$ cat src/rtl/ivec_pkg.sv
package ivec_pkg;
  localparam int unsigned TRAP_W   = 9;
  localparam logic [TRAP_W-1:0] TRAP_IVEC = 9'h060;
  localparam logic [4:0]  DATA_TAG = 5'h1f;
  localparam int unsigned TAG_LSB  = 6;
  localparam int unsigned STAT_W   = 8;
  localparam int unsigned BUSY_BIT = 5;

  // {valid, vector} for a legacy line
  function automatic logic [6:0] leg_map(input int line);
    case (line)
      1:       return {1'b1, 6'h29};
      4:       return {1'b1, 6'h2b};
      6:       return {1'b1, 6'h27};
      7:       return {1'b1, 6'h22};
      12:      return {1'b1, 6'h2a};
      default: return 7'h00;
    endcase
  endfunction
endpackage

$ cat src/rtl/ivec_legacy_map.sv
module ivec_legacy_map #(
  parameter int unsigned N_LEG = 16,
  parameter int unsigned N_VEC = 64
) (
  input  logic [N_LEG-1:0] leg_i,
  output logic [N_VEC-1:0] hit_o
);
  import ivec_pkg::*;

  for (genvar j = 0; j < N_VEC; j++) begin : g_tgt
    logic hit_j;
    always_comb begin
      logic [6:0] m;
      hit_j = 1'b0;
      for (int i = 0; i < N_LEG; i++) begin
        m = leg_map(i);
        if (m[6] && (int'(m[5:0]) == j) && leg_i[i]) hit_j = 1'b1;
      end
    end
    assign hit_o[j] = hit_j;
  end
endmodule

$ cat src/rtl/ivec_edge_pick.sv
module ivec_edge_pick #(
  parameter int unsigned N  = 64,
  localparam int unsigned IW = (N > 1) ? $clog2(N) : 1
) (
  input  logic          clk_i,
  input  logic          rst_ni,
  input  logic [N-1:0]  lvl_i,
  output logic          fire_o,
  output logic [IW-1:0] idx_o
);
  logic [N-1:0] lvl_q;
  logic [N-1:0] rise;

  always_ff @(posedge clk_i or negedge rst_ni) begin
    if (!rst_ni) lvl_q <= '0;
    else         lvl_q <= lvl_i;
  end

  assign rise = lvl_i & ~lvl_q;

  // lowest index wins
  always_comb begin
    fire_o = 1'b0;
    idx_o  = '0;
    for (int i = N - 1; i >= 0; i--) begin
      if (rise[i]) begin
        fire_o = 1'b1;
        idx_o  = IW'(i);
      end
    end
  end
endmodule

$ cat src/rtl/ivec_dispatch.sv
module ivec_dispatch
  import ivec_pkg::*;
#(
  parameter int unsigned N_VEC  = 64,
  parameter int unsigned N_LEG  = 16,
  parameter int unsigned DATA_W = 64,
  localparam int unsigned IW = (N_VEC > 1) ? $clog2(N_VEC) : 1
) (
  input  logic              clk_i,
  input  logic              rst_ni,
  input  logic [N_VEC-1:0]  vec_i,
  input  logic [N_LEG-1:0]  leg_i,
  input  logic              clr_i,
  output logic [STAT_W-1:0] status_o,
  output logic              irq_o,
  output logic [TRAP_W-1:0] trap_o,
  output logic [DATA_W-1:0] data0_o,
  output logic [DATA_W-1:0] data1_o,
  output logic [DATA_W-1:0] data2_o
);
  logic [N_VEC-1:0]  leg_hit;
  logic [N_VEC-1:0]  eff;
  logic              fire;
  logic [IW-1:0]     idx;
  logic              busy_q;
  logic [IW-1:0]     src_q;
  logic [DATA_W-1:0] data0_q, data1_q, data2_q;
  logic [DATA_W-1:0] data0_d;
  logic              drop;

  ivec_legacy_map #(.N_LEG(N_LEG), .N_VEC(N_VEC)) u_map (
    .leg_i (leg_i),
    .hit_o (leg_hit)
  );

  assign eff = vec_i | leg_hit;

  ivec_edge_pick #(.N(N_VEC)) u_pick (
    .clk_i  (clk_i),
    .rst_ni (rst_ni),
    .lvl_i  (eff),
    .fire_o (fire),
    .idx_o  (idx)
  );

  // owner dropped its line, or core cleared
  assign drop = busy_q && (clr_i || !eff[src_q]);

  always_comb begin
    data0_d = '0;
    data0_d[TAG_LSB +: 5] = DATA_TAG;
    data0_d[IW-1:0]       = idx;
  end

  always_ff @(posedge clk_i or negedge rst_ni) begin
    if (!rst_ni) begin
      busy_q  <= 1'b0;
      src_q   <= '0;
      data0_q <= '0;
      data1_q <= '0;
      data2_q <= '0;
    end else if (busy_q) begin
      if (drop) busy_q <= 1'b0;
    end else if (fire) begin
      busy_q  <= 1'b1;
      src_q   <= idx;
      data0_q <= data0_d;
      data1_q <= '0;
      data2_q <= '0;
    end
  end

  always_comb begin
    status_o           = '0;
    status_o[BUSY_BIT] = busy_q;
  end
  assign irq_o   = busy_q;
  assign trap_o  = busy_q ? TRAP_IVEC : '0;
  assign data0_o = data0_q;
  assign data1_o = data1_q;
  assign data2_o = data2_q;


  busy_set_chk: assert property (@(posedge clk_i) disable iff (!rst_ni)
    (!busy_q && fire) |=> busy_q);


  data_fmt_chk: assert property (@(posedge clk_i) disable iff (!rst_ni)
    $rose(busy_q) |-> (data0_q[TAG_LSB +: 5] == DATA_TAG && data1_q == '0 && data2_q == '0));


  hold_chk: assert property (@(posedge clk_i) disable iff (!rst_ni)
    (busy_q && !drop) |=> (busy_q && $stable(src_q) && $stable(data0_q)));


  drop_chk: assert property (@(posedge clk_i) disable iff (!rst_ni)
    drop |=> !busy_q);


  trap_chk: assert property (@(posedge clk_i) disable iff (!rst_ni)
    !irq_o |-> (trap_o == '0));
endmodule

$ cat config.mk
export PLATFORM = sky130hd
export DESIGN_NAME = ivec_dispatch
export DESIGN_NICKNAME = d
export VERILOG_FILES = /design/src/rtl/ivec_pkg.sv /design/src/rtl/ivec_legacy_map.sv /design/src/rtl/ivec_edge_pick.sv /design/src/rtl/ivec_dispatch.sv
export SDC_FILE = /design/constraint.sdc
export NUM_CORES = 1
export LEC_CHECK = 0
export CAP_MARGIN = 20
export CORE_ASPECT_RATIO = 0.6
export CORE_MARGIN = 10
export CORE_UTILIZATION = 60
export DETAILED_ROUTE_END_ITERATION = 16
export DONT_BUFFER_PORTS = 1
export PLACE_DENSITY = 0.73
export SLEW_MARGIN = 20
export SYNTH_ARGS = -nofsm -noshare
export SYNTH_HDL_FRONTEND = slang
export SYNTH_SLANG_ARGS = --single-unit
$ cat constraint.sdc
create_clock -name clk_i -period 2.7 [get_ports clk_i]
set_input_delay 0.54 -clock clk_i [delete_from_list [all_inputs] [get_ports clk_i]]
set_output_delay 0.54 -clock clk_i [all_outputs]
set_load 0.01 [all_outputs]
Word level (Yosys, flattened, before mapping)
Cells that the tools add are included.
{"block": "word_totals", "regBits": 78, "in_bits": 83, "elab_cells": 152}
{"block": "classes", "n_lt_le_gt_ge": 1, "n_mux": 139, "bitwise_logic": 4, "reduce_logical": 4}
{"operator": "$mux W6", "count": 64}
{"operator": "$mux W1", "count": 73}
{"operator": "$and A64 B64 Y64", "count": 1}
{"operator": "$not A64 Y64", "count": 1}
{"operator": "$or A64 B44 Y64", "count": 1}
{"operator": "$lt A6 B7 Y1 const B", "count": 1}
{"operator": "$mux W7", "count": 1}
{"operator": "$bmux W1 S6", "count": 1}
{"operator": "$reduce_and A2 Y1", "count": 1}
{"operator": "$logic_and A1 B1 Y1", "count": 1}
{"operator": "$logic_not A1 Y1", "count": 1}
{"operator": "$logic_or A1 B1 Y1", "count": 1}
{"operator": "$not A1 Y1", "count": 1}

Longest topological paths before layout
Gate-level depths: netlist (run 1).
{"block": "logic_depth", "word_depth": 69, "mapped_depth": 8}

Modules after synthesis
A second synthesis (run 1) with hierarchy kept.
{"block": "unflattened", "cells_unflattened": 715, "hier_area_um2": 6246.0}
{"mod": "ivec_edge_pick", "n_inst": 1, "cells_per_inst": 284, "area_each_um2": 2907.8, "seq_area_each_um2": 1601.5}
{"mod": "ivec_dispatch", "n_inst": 1, "cells_per_inst": 366, "area_each_um2": 2854.0, "seq_area_each_um2": 200.2}
{"mod": "ivec_legacy_map", "n_inst": 1, "cells_per_inst": 65, "area_each_um2": 484.2, "seq_area_each_um2": 0.0}

Worst setup path before layout (run 1)
No wires, ideal clock.
{"block": "synth_path", "path_kind": "register -> register", "from": "reg src_q[0]", "to": "reg busy_q, in the netlist irq_o", "setup_ns": 0.132, "arrival_ns": 2.252, "path_slack_ns": 0.316, "path_stages_with_launch": 8, "n_path_buf": 2, "period_less_slack_ns": 2.384, "cell_sequence": "dfrtp_1 buf_6 buf_6 mux4_2 mux4_2 mux4_2 nand3b_1 nand2_1"}
{"block": "synth_via", "elab_chain_cells": 7}
{"element": "start: declaration", "line": "ivec_dispatch.sv:26", "rtl": "logic [IW-1:0] src_q;"}
{"element": "start signal: assignment", "line": "ivec_dispatch.sv:66", "rtl": "src_q <= idx;"}
{"element": "$bmux W1 S6", "line": "ivec_dispatch.sv:47", "rtl": "assign drop = busy_q && (clr_i || !eff[src_q]);"}
{"element": "$mux W1 (not written as such)", "line": "ivec_dispatch.sv:47"}
{"element": "$logic_not A1 Y1", "line": "ivec_dispatch.sv:47"}
{"element": "$logic_or A1 B1 Y1", "line": "ivec_dispatch.sv:47"}
{"element": "$logic_and A1 B1 Y1", "line": "ivec_dispatch.sv:47"}
{"element": "$mux W1", "line": "ivec_dispatch.sv:63", "rtl": "if (drop) busy_q <= 1'b0;"}
{"element": "$mux W1", "line": "ivec_dispatch.sv:62", "rtl": "end else if (busy_q) begin"}
{"element": "end signal: assignment", "line": "ivec_dispatch.sv:57", "rtl": "busy_q <= 1'b0;"}
{"element": "end signal: assignment", "line": "ivec_dispatch.sv:63"}
{"element": "end signal: assignment", "line": "ivec_dispatch.sv:65", "rtl": "busy_q <= 1'b1;"}
{"element": "end: declaration", "line": "ivec_dispatch.sv:25", "rtl": "logic busy_q;"}
No other way between the ends. The select of a mux whose other input is x is not followed.
A chain may end at the register's enable or synchronous reset.

Worst setup path after layout (run 1)
Same ends and word-level chain as after synthesis.

==> results of run 1 <==
## layout by cell type, fill, tap and decap left out, types with 2 or more instances in the layout
master,instances
nand3_1,9
o211ai_1,6
nand4_1,16
clkbuf_16,9
clkbuf_8,2
a21boi_0,2
o31a_1,2
nand3b_1,2
buf_4,6
nor2_1,19
a211oi_1,4
a31oi_1,5
mux4_2,20
inv_1,7
dfrtp_1,72
conb_1,195
o31ai_1,3
o21bai_1,5
o21ai_0,8
a221oi_1,3
nand2_1,33
nor4_1,2
mux2i_1,3
a21oi_1,9
nor2b_1,14
nand2b_1,57
clkinvlp_4,3
or2_2,4
nor3_1,3
## final timing paths
check,start,endpoint,slack (ns),depth (start not counted)
worst max-delay path,src_q[0],irq_o,0.23,6
worst min-delay path,rst_ni,u_pick.lvl_q[20],0.1,1
worst max register to register,src_q[0],irq_o,0.23,6
worst min register to register,data0_o[5],data0_o[5],0.68,2
max in group asynchronous,rst_ni,u_pick.lvl_q[51],2.33,1
min in group clk_i,vec_i[12],u_pick.lvl_q[12],0.23,0
## power by group through the flow
stage / logic [uW] / clock network (uW) / registers (uW)
floorplan: 1050 / 0 / 1270
detailed placement: 1040 / 0 / 1320
global placement: 1020 / 0 / 1310
finish: 1080 / 1150 / 1300
global route: 1180 / 1220 / 1310
CTS: 1070 / 1170 / 1300
## state kept, by name (all words and copies together), names as in the netlist
| name | count |
|---|---|
| data0_o | 2 |
| src_q | 5 |
| irq_o | 1 |
| u_pick.lvl_q | 64 |
## stage by stage
step,utilization,hold WS [ns]
after detailed placement,0.538,0.247
after CTS,0.576,0.102
after global placement,0.538,0.246
final,0.576,0.0986
after floorplan,-,0.244
after global routing,0.576,0.105
## cell type report
cell class,count,area (um^2),area share
Timing Repair Buffer,8,92.6,0.0190
Tap cell,112,140,0.0288
Clock buffer,11,253,0.0519
Clock inverter,5,40.0,0.00822
Multi-Input combinational cell,441,2520,0.517
Sequential cell,72,1800,0.370
Inverter,7,26.3,0.00540
## what timing repair did
item                      in CTS  in global routing
hold endpoints to repair      72                  0
hold buffers                   1                  0
setup buffers                  0                  0
gates resized for setup        0                  0
## cell families after synthesis
group	after synthesis	synth area share
buf+inv	214	0.305
simple gates	166	0.176
flops	72	0.349
compound gates	57	0.0763
mux	23	0.0930
other cells	1	0.000726
## metal layers
layer,up-vias,global-route usage
li1,1435,-
met1,1567,0.228
met2,190,0.285
met3,10,0.102
met4,0,0.0420
met5,-,0
==> metrics.txt, run 1 <==
Mapped Cells roughly 530; CP top delay family multiplexers; WL/cell between 15 and 20 um; Max VDD drop 0.575 mV; worst skew pair latency 0.33 ns; HPWL Detailed roughly 11 mm; RSZ-0062 raised after global routing no; Net Sw Power between 1000 and 1500 uW; dpl cells approximately 640; Slew @ Worst Pin around 0.61 ns; cell row count 26; drt pass-1 iters 5; first-pass GRT wire length roughly 19 mm; Area contributors post-synth dfrtp_1, buf_4, mux4_2; largest net degree at the start of global routing 73; Ys Warns 0; Seq pwr share 0.368; Setup Viol. Count Final 0; Async SR Flop Fraction 1.00; FILL cells 739; crit path cell chain buf_12 -> mux4_2 -> mux4_2 -> mux4_2 -> nand3b_1 -> nand2_1; Post-synth top cells buf_4, dfrtp_1, nand2b_1; final worst setup slack between 0.2 and 0.25 ns; gr usage total 0.187; DR vias/cell roughly 4.9; fin cells 656; clk_skew roughly 0.0043 ns; crit path buf inv count 1; share of cells above drive strength 1 0.0938; Synth Flop Type dfrtp_1; Ports approximately 300; antenna diode count 0; Synth area leader dfrtp_1; sequential area share after synthesis 0.349; Worst EP required 2.92 ns; Vert. Die Dim roughly 90 um; TritonCTS clock tree yes; Final min period about 2.5 ns; Rel. slew slack 0.591; top-count cell post-synth buf_4; Fmax just over 400 MHz; dpl ws ~0.15 ns; fin nets 622; Hold Path Class input pin to asynchronous set/reset pin; Area after DPL between 4000 and 5000 um^2; setup tns final 0 ns; max cap viols 0; part of the cycle the worst path needs 0.914; CP max stage delay about 0.55 ns; crit path max-delay cell type mux4_2; routed wl met2 slightly below 6 mm; Routed met3 length between 1.5 and 2 mm; Vias roughly 3,200; TritonCTS Sinks 72; grt total ovfl 0; design area 4870 um^2; gp weighted congestion 0.894; initial antenna violation count 0; max-slew violations 0; Synth Register Bits 72; IO buf count 0; core area 8460 um^2; Synth top area share 0.349; root buf cell clkbuf_16; synth-to-layout area growth -5.74%; CP Class flip-flop to flip-flop; Initial DRC Count approximately 190; power density over the cells roughly 720 nW/um^2; number of global-route vias before repair 3,336; Mapped Area 5170 um^2; Final Hold Vio Count 0; DRC 0; CTS max path bufs 2; power share of the clock group 0.325; Critical Path Sink Type flip-flop; Power Internal 2330 uW; status finished clean; Most common cell on crit path mux4_2; antenna viol nets, final 0; number of library cell types mapped by synthesis 45; Worst EP arrival around 2.7 ns; Gate power share 0.307; startpoint types flip-flop; Die ar. about 13,000 um^2; Critical Path Fanout Max 16; Initial Utilization 0.611; H-tree depth 3; Mean Syn Cell Area roughly 9.7 um^2; Power, Total between 3000 and 4000 uW; CTS buffer count 9; Clock Pin Slew Worst Setup and Hold Paths 0.06 ns; Post-synth EDFFs 0; Sw Ratio 0.339; Leak around 0.0023 uW; die width approximately 140 um; WL met1 ~5.1 mm; total wire length about 13 mm; highest routed layer met4
Power figures use the tool's default switching activity.
==> inputs of run 2 (changes only) <==
==> constraint.sdc (replaced) <==
create_clock -name clk_i -period 2.95 [get_ports clk_i]
set_input_delay 0.59 -clock clk_i [delete_from_list [all_inputs] [get_ports clk_i]]
set_output_delay 0.59 -clock clk_i [all_outputs]
set_load 0.01 [all_outputs]
==> metrics.txt, run 2 (synthesis gave the netlist of run 1 again) <==
post-CTS setup buffer count 0 (unchanged); Initial DRC Count 186 (was 194); Ports 293 (unchanged); largest net degree at the start of global routing 73 (unchanged); Die ar. 12,800 um^2 (unchanged); most common cell after layout, fill and taps aside conb_1 (unchanged); antenna viol nets, final 0 (unchanged); Slew @ Worst Pin 0.585 ns (was 0.614 ns); DR vias/cell 4.93 (was 4.88); clk_skew 0.00643 ns (was 0.00427 ns); initial antenna violation count 0 (unchanged); reg2reg end irq_o (unchanged); Worst EP arrival 2.65 ns (was 2.69 ns); status finished clean (unchanged); core area 8460 um^2 (unchanged); startpoint types flip-flop (unchanged); synth-to-layout area growth -5.52% (was -5.74%); CTS max path bufs 2 (unchanged); H-tree depth 3 (unchanged); Final Hold Vio Count 0 (unchanged); TritonCTS clock tree yes (unchanged); part of the cycle the worst path needs 0.827 (was 0.914); Sw Ratio 0.325 (was 0.339); Largest Register u_pick.lvl_q (unchanged); Vert. Die Dim 91.9 um (unchanged); design area 4880 um^2 (was 4870 um^2); Power Internal 2210 uW (was 2330 uW); Max VDD drop 0.459 mV (was 0.575 mV); cell row count 26 (unchanged); Critical Path Sink Type flip-flop (unchanged); Worst EP required 3.16 ns (was 2.92 ns); number of global-route vias before repair 3,355 (was 3,336); TritonCTS Sinks 72 (unchanged); Critical Path Fanout Max 17 (was 16); Hold Path Class input pin to asynchronous set/reset pin (unchanged); RSZ-0062 raised after global routing no (unchanged); power density over the cells 669 nW/um^2 (was 724 nW/um^2); share of cells above drive strength 1 0.0902 (was 0.0938); worst skew pair latency 0.34 ns (was 0.33 ns); Seq pwr share 0.364 (was 0.368); Fmax 410 MHz (was 405 MHz); max reg flops 64 (unchanged); Clock Pin Slew Worst Setup and Hold Paths 0.06 ns (about the same); root buf cell clkbuf_16 (unchanged); setup tns final 0 ns (unchanged); Vias 3,231 (was 3,202); Net Sw Power 1060 uW (was 1200 uW); Gate power share 0.299 (was 0.307); Rel. slew slack 0.610 (was 0.591); fin nets 621 (was 622); HPWL Detailed 10.5 mm (was 10.6 mm); Initial Utilization 0.611 (unchanged); Leak 0.00234 uW (was 0.00232 uW); Area after DPL 4540 um^2 (was 4550 um^2); IO buf count 0 (unchanged); Setup Viol. Count Final 0 (unchanged); Reg2Reg Depth 6 (unchanged); Final min period 2.44 ns (was 2.47 ns); total wire length 12.5 mm (was 12.8 mm); die width 140 um (unchanged); Worst R2R Setup Slack 0.51 ns (was 0.23 ns); most frequent cells in the layout conb_1, dfrtp_1, nand2b_1, nand2_1, mux4_2 (unchanged); drt pass-1 iters 4 (was 5); WL/cell 19.0 um (was 19.5 um); DRC 0 (unchanged); gp weighted congestion 0.889 (was 0.894); RR Startpoint src_q[0] (unchanged); grt total ovfl 0 (unchanged); max-slew violations 0 (unchanged); max cap viols 0 (unchanged); gr usage total 0.183 (was 0.187); power share of the clock group 0.338 (was 0.325); first-pass GRT wire length 18.9 mm (was 19.1 mm); CTS buffer count 9 (unchanged); CP Class flip-flop to flip-flop (unchanged)
run 2: cell count changes in the layout (fill, tap and decap cells not counted):
cell,previous run,this run
buf_4,6,5
bufinv_16,0,1
clkbuf_1,0,1
clkinv_2,0,1
clkinv_4,1,2
clkinvlp_4,3,0
diode_2,0,1
inv_6,1,0
run 2: power by group through the flow:
stage	clock network [uW]	registers [uW]	logic, uW
2_1_floorplan	0	1160	959
3_3_place_gp	0	1200	916
3_5_place_dp	0	1210	930
4_1_cts	1120	1190	959
5_1_grt	1160	1200	1060
6_report	1100	1190	975
run 2: worst max path at each step:
stage               from        to  slack, ns  cells after the start
3_5_place_dp   vec_i[17]  src_q[2]       0.30                      7
2_1_floorplan  vec_i[17]  src_q[2]       0.56                      7
5_1_grt         src_q[0]     irq_o       0.43                      6
4_1_cts         src_q[0]     irq_o       0.52                      6
6_report        src_q[0]     irq_o       0.51                      6
3_3_place_gp   vec_i[17]  src_q[2]       0.35                      7
run 2: through the flow:
step                      power, uW  instances   util  worst slack, ns  hold slack, ns
after floorplan                2120        727      -            0.561           0.294
after global placement         2120        638  0.537            0.353           0.296
after detailed placement       2140        638  0.537            0.301           0.296
after CTS                      3270        655  0.577            0.519           0.152
after global routing           3420        655  0.577            0.430           0.154
final                          3270        656  0.577            0.511           0.120
run 2: per-layer routing:
metal	track usage	part of all wire	routed length, um	up-vias
li1	-	-	-	1437
met3	0.0917	0.13	1680	14
met5	0	0	0	-
met4	0.0454	0.0085	106	0
met1	0.229	0.39	4910	1575
met2	0.278	0.46	5770	205
run 2: what timing repair did:
item                      in CTS  in global routing
hold buffers                   1                  0
gates resized for setup        0                  0
hold endpoints to repair      72                  0
run 2: area by class of cell:
cell class                      count  area (um^2)
Inverter                            7         26.3
Tap cell                          112          140
Fill cell                         709         3580
Clock inverter                      4         52.6
Timing Repair Buffer                7         85.1
Antenna cell                        1         2.50
Multi-Input combinational cell    441         2520
Sequential cell                    72         1800
Clock buffer                       12          256
run 2: critical path: stages (launching register included):
cell	delay [ns]
dfrtp_1	0.37
buf_12	0.21
mux4_2	0.57
mux4_2	0.53
mux4_2	0.48
nand3b_1	0.09
nand2_1	0.06
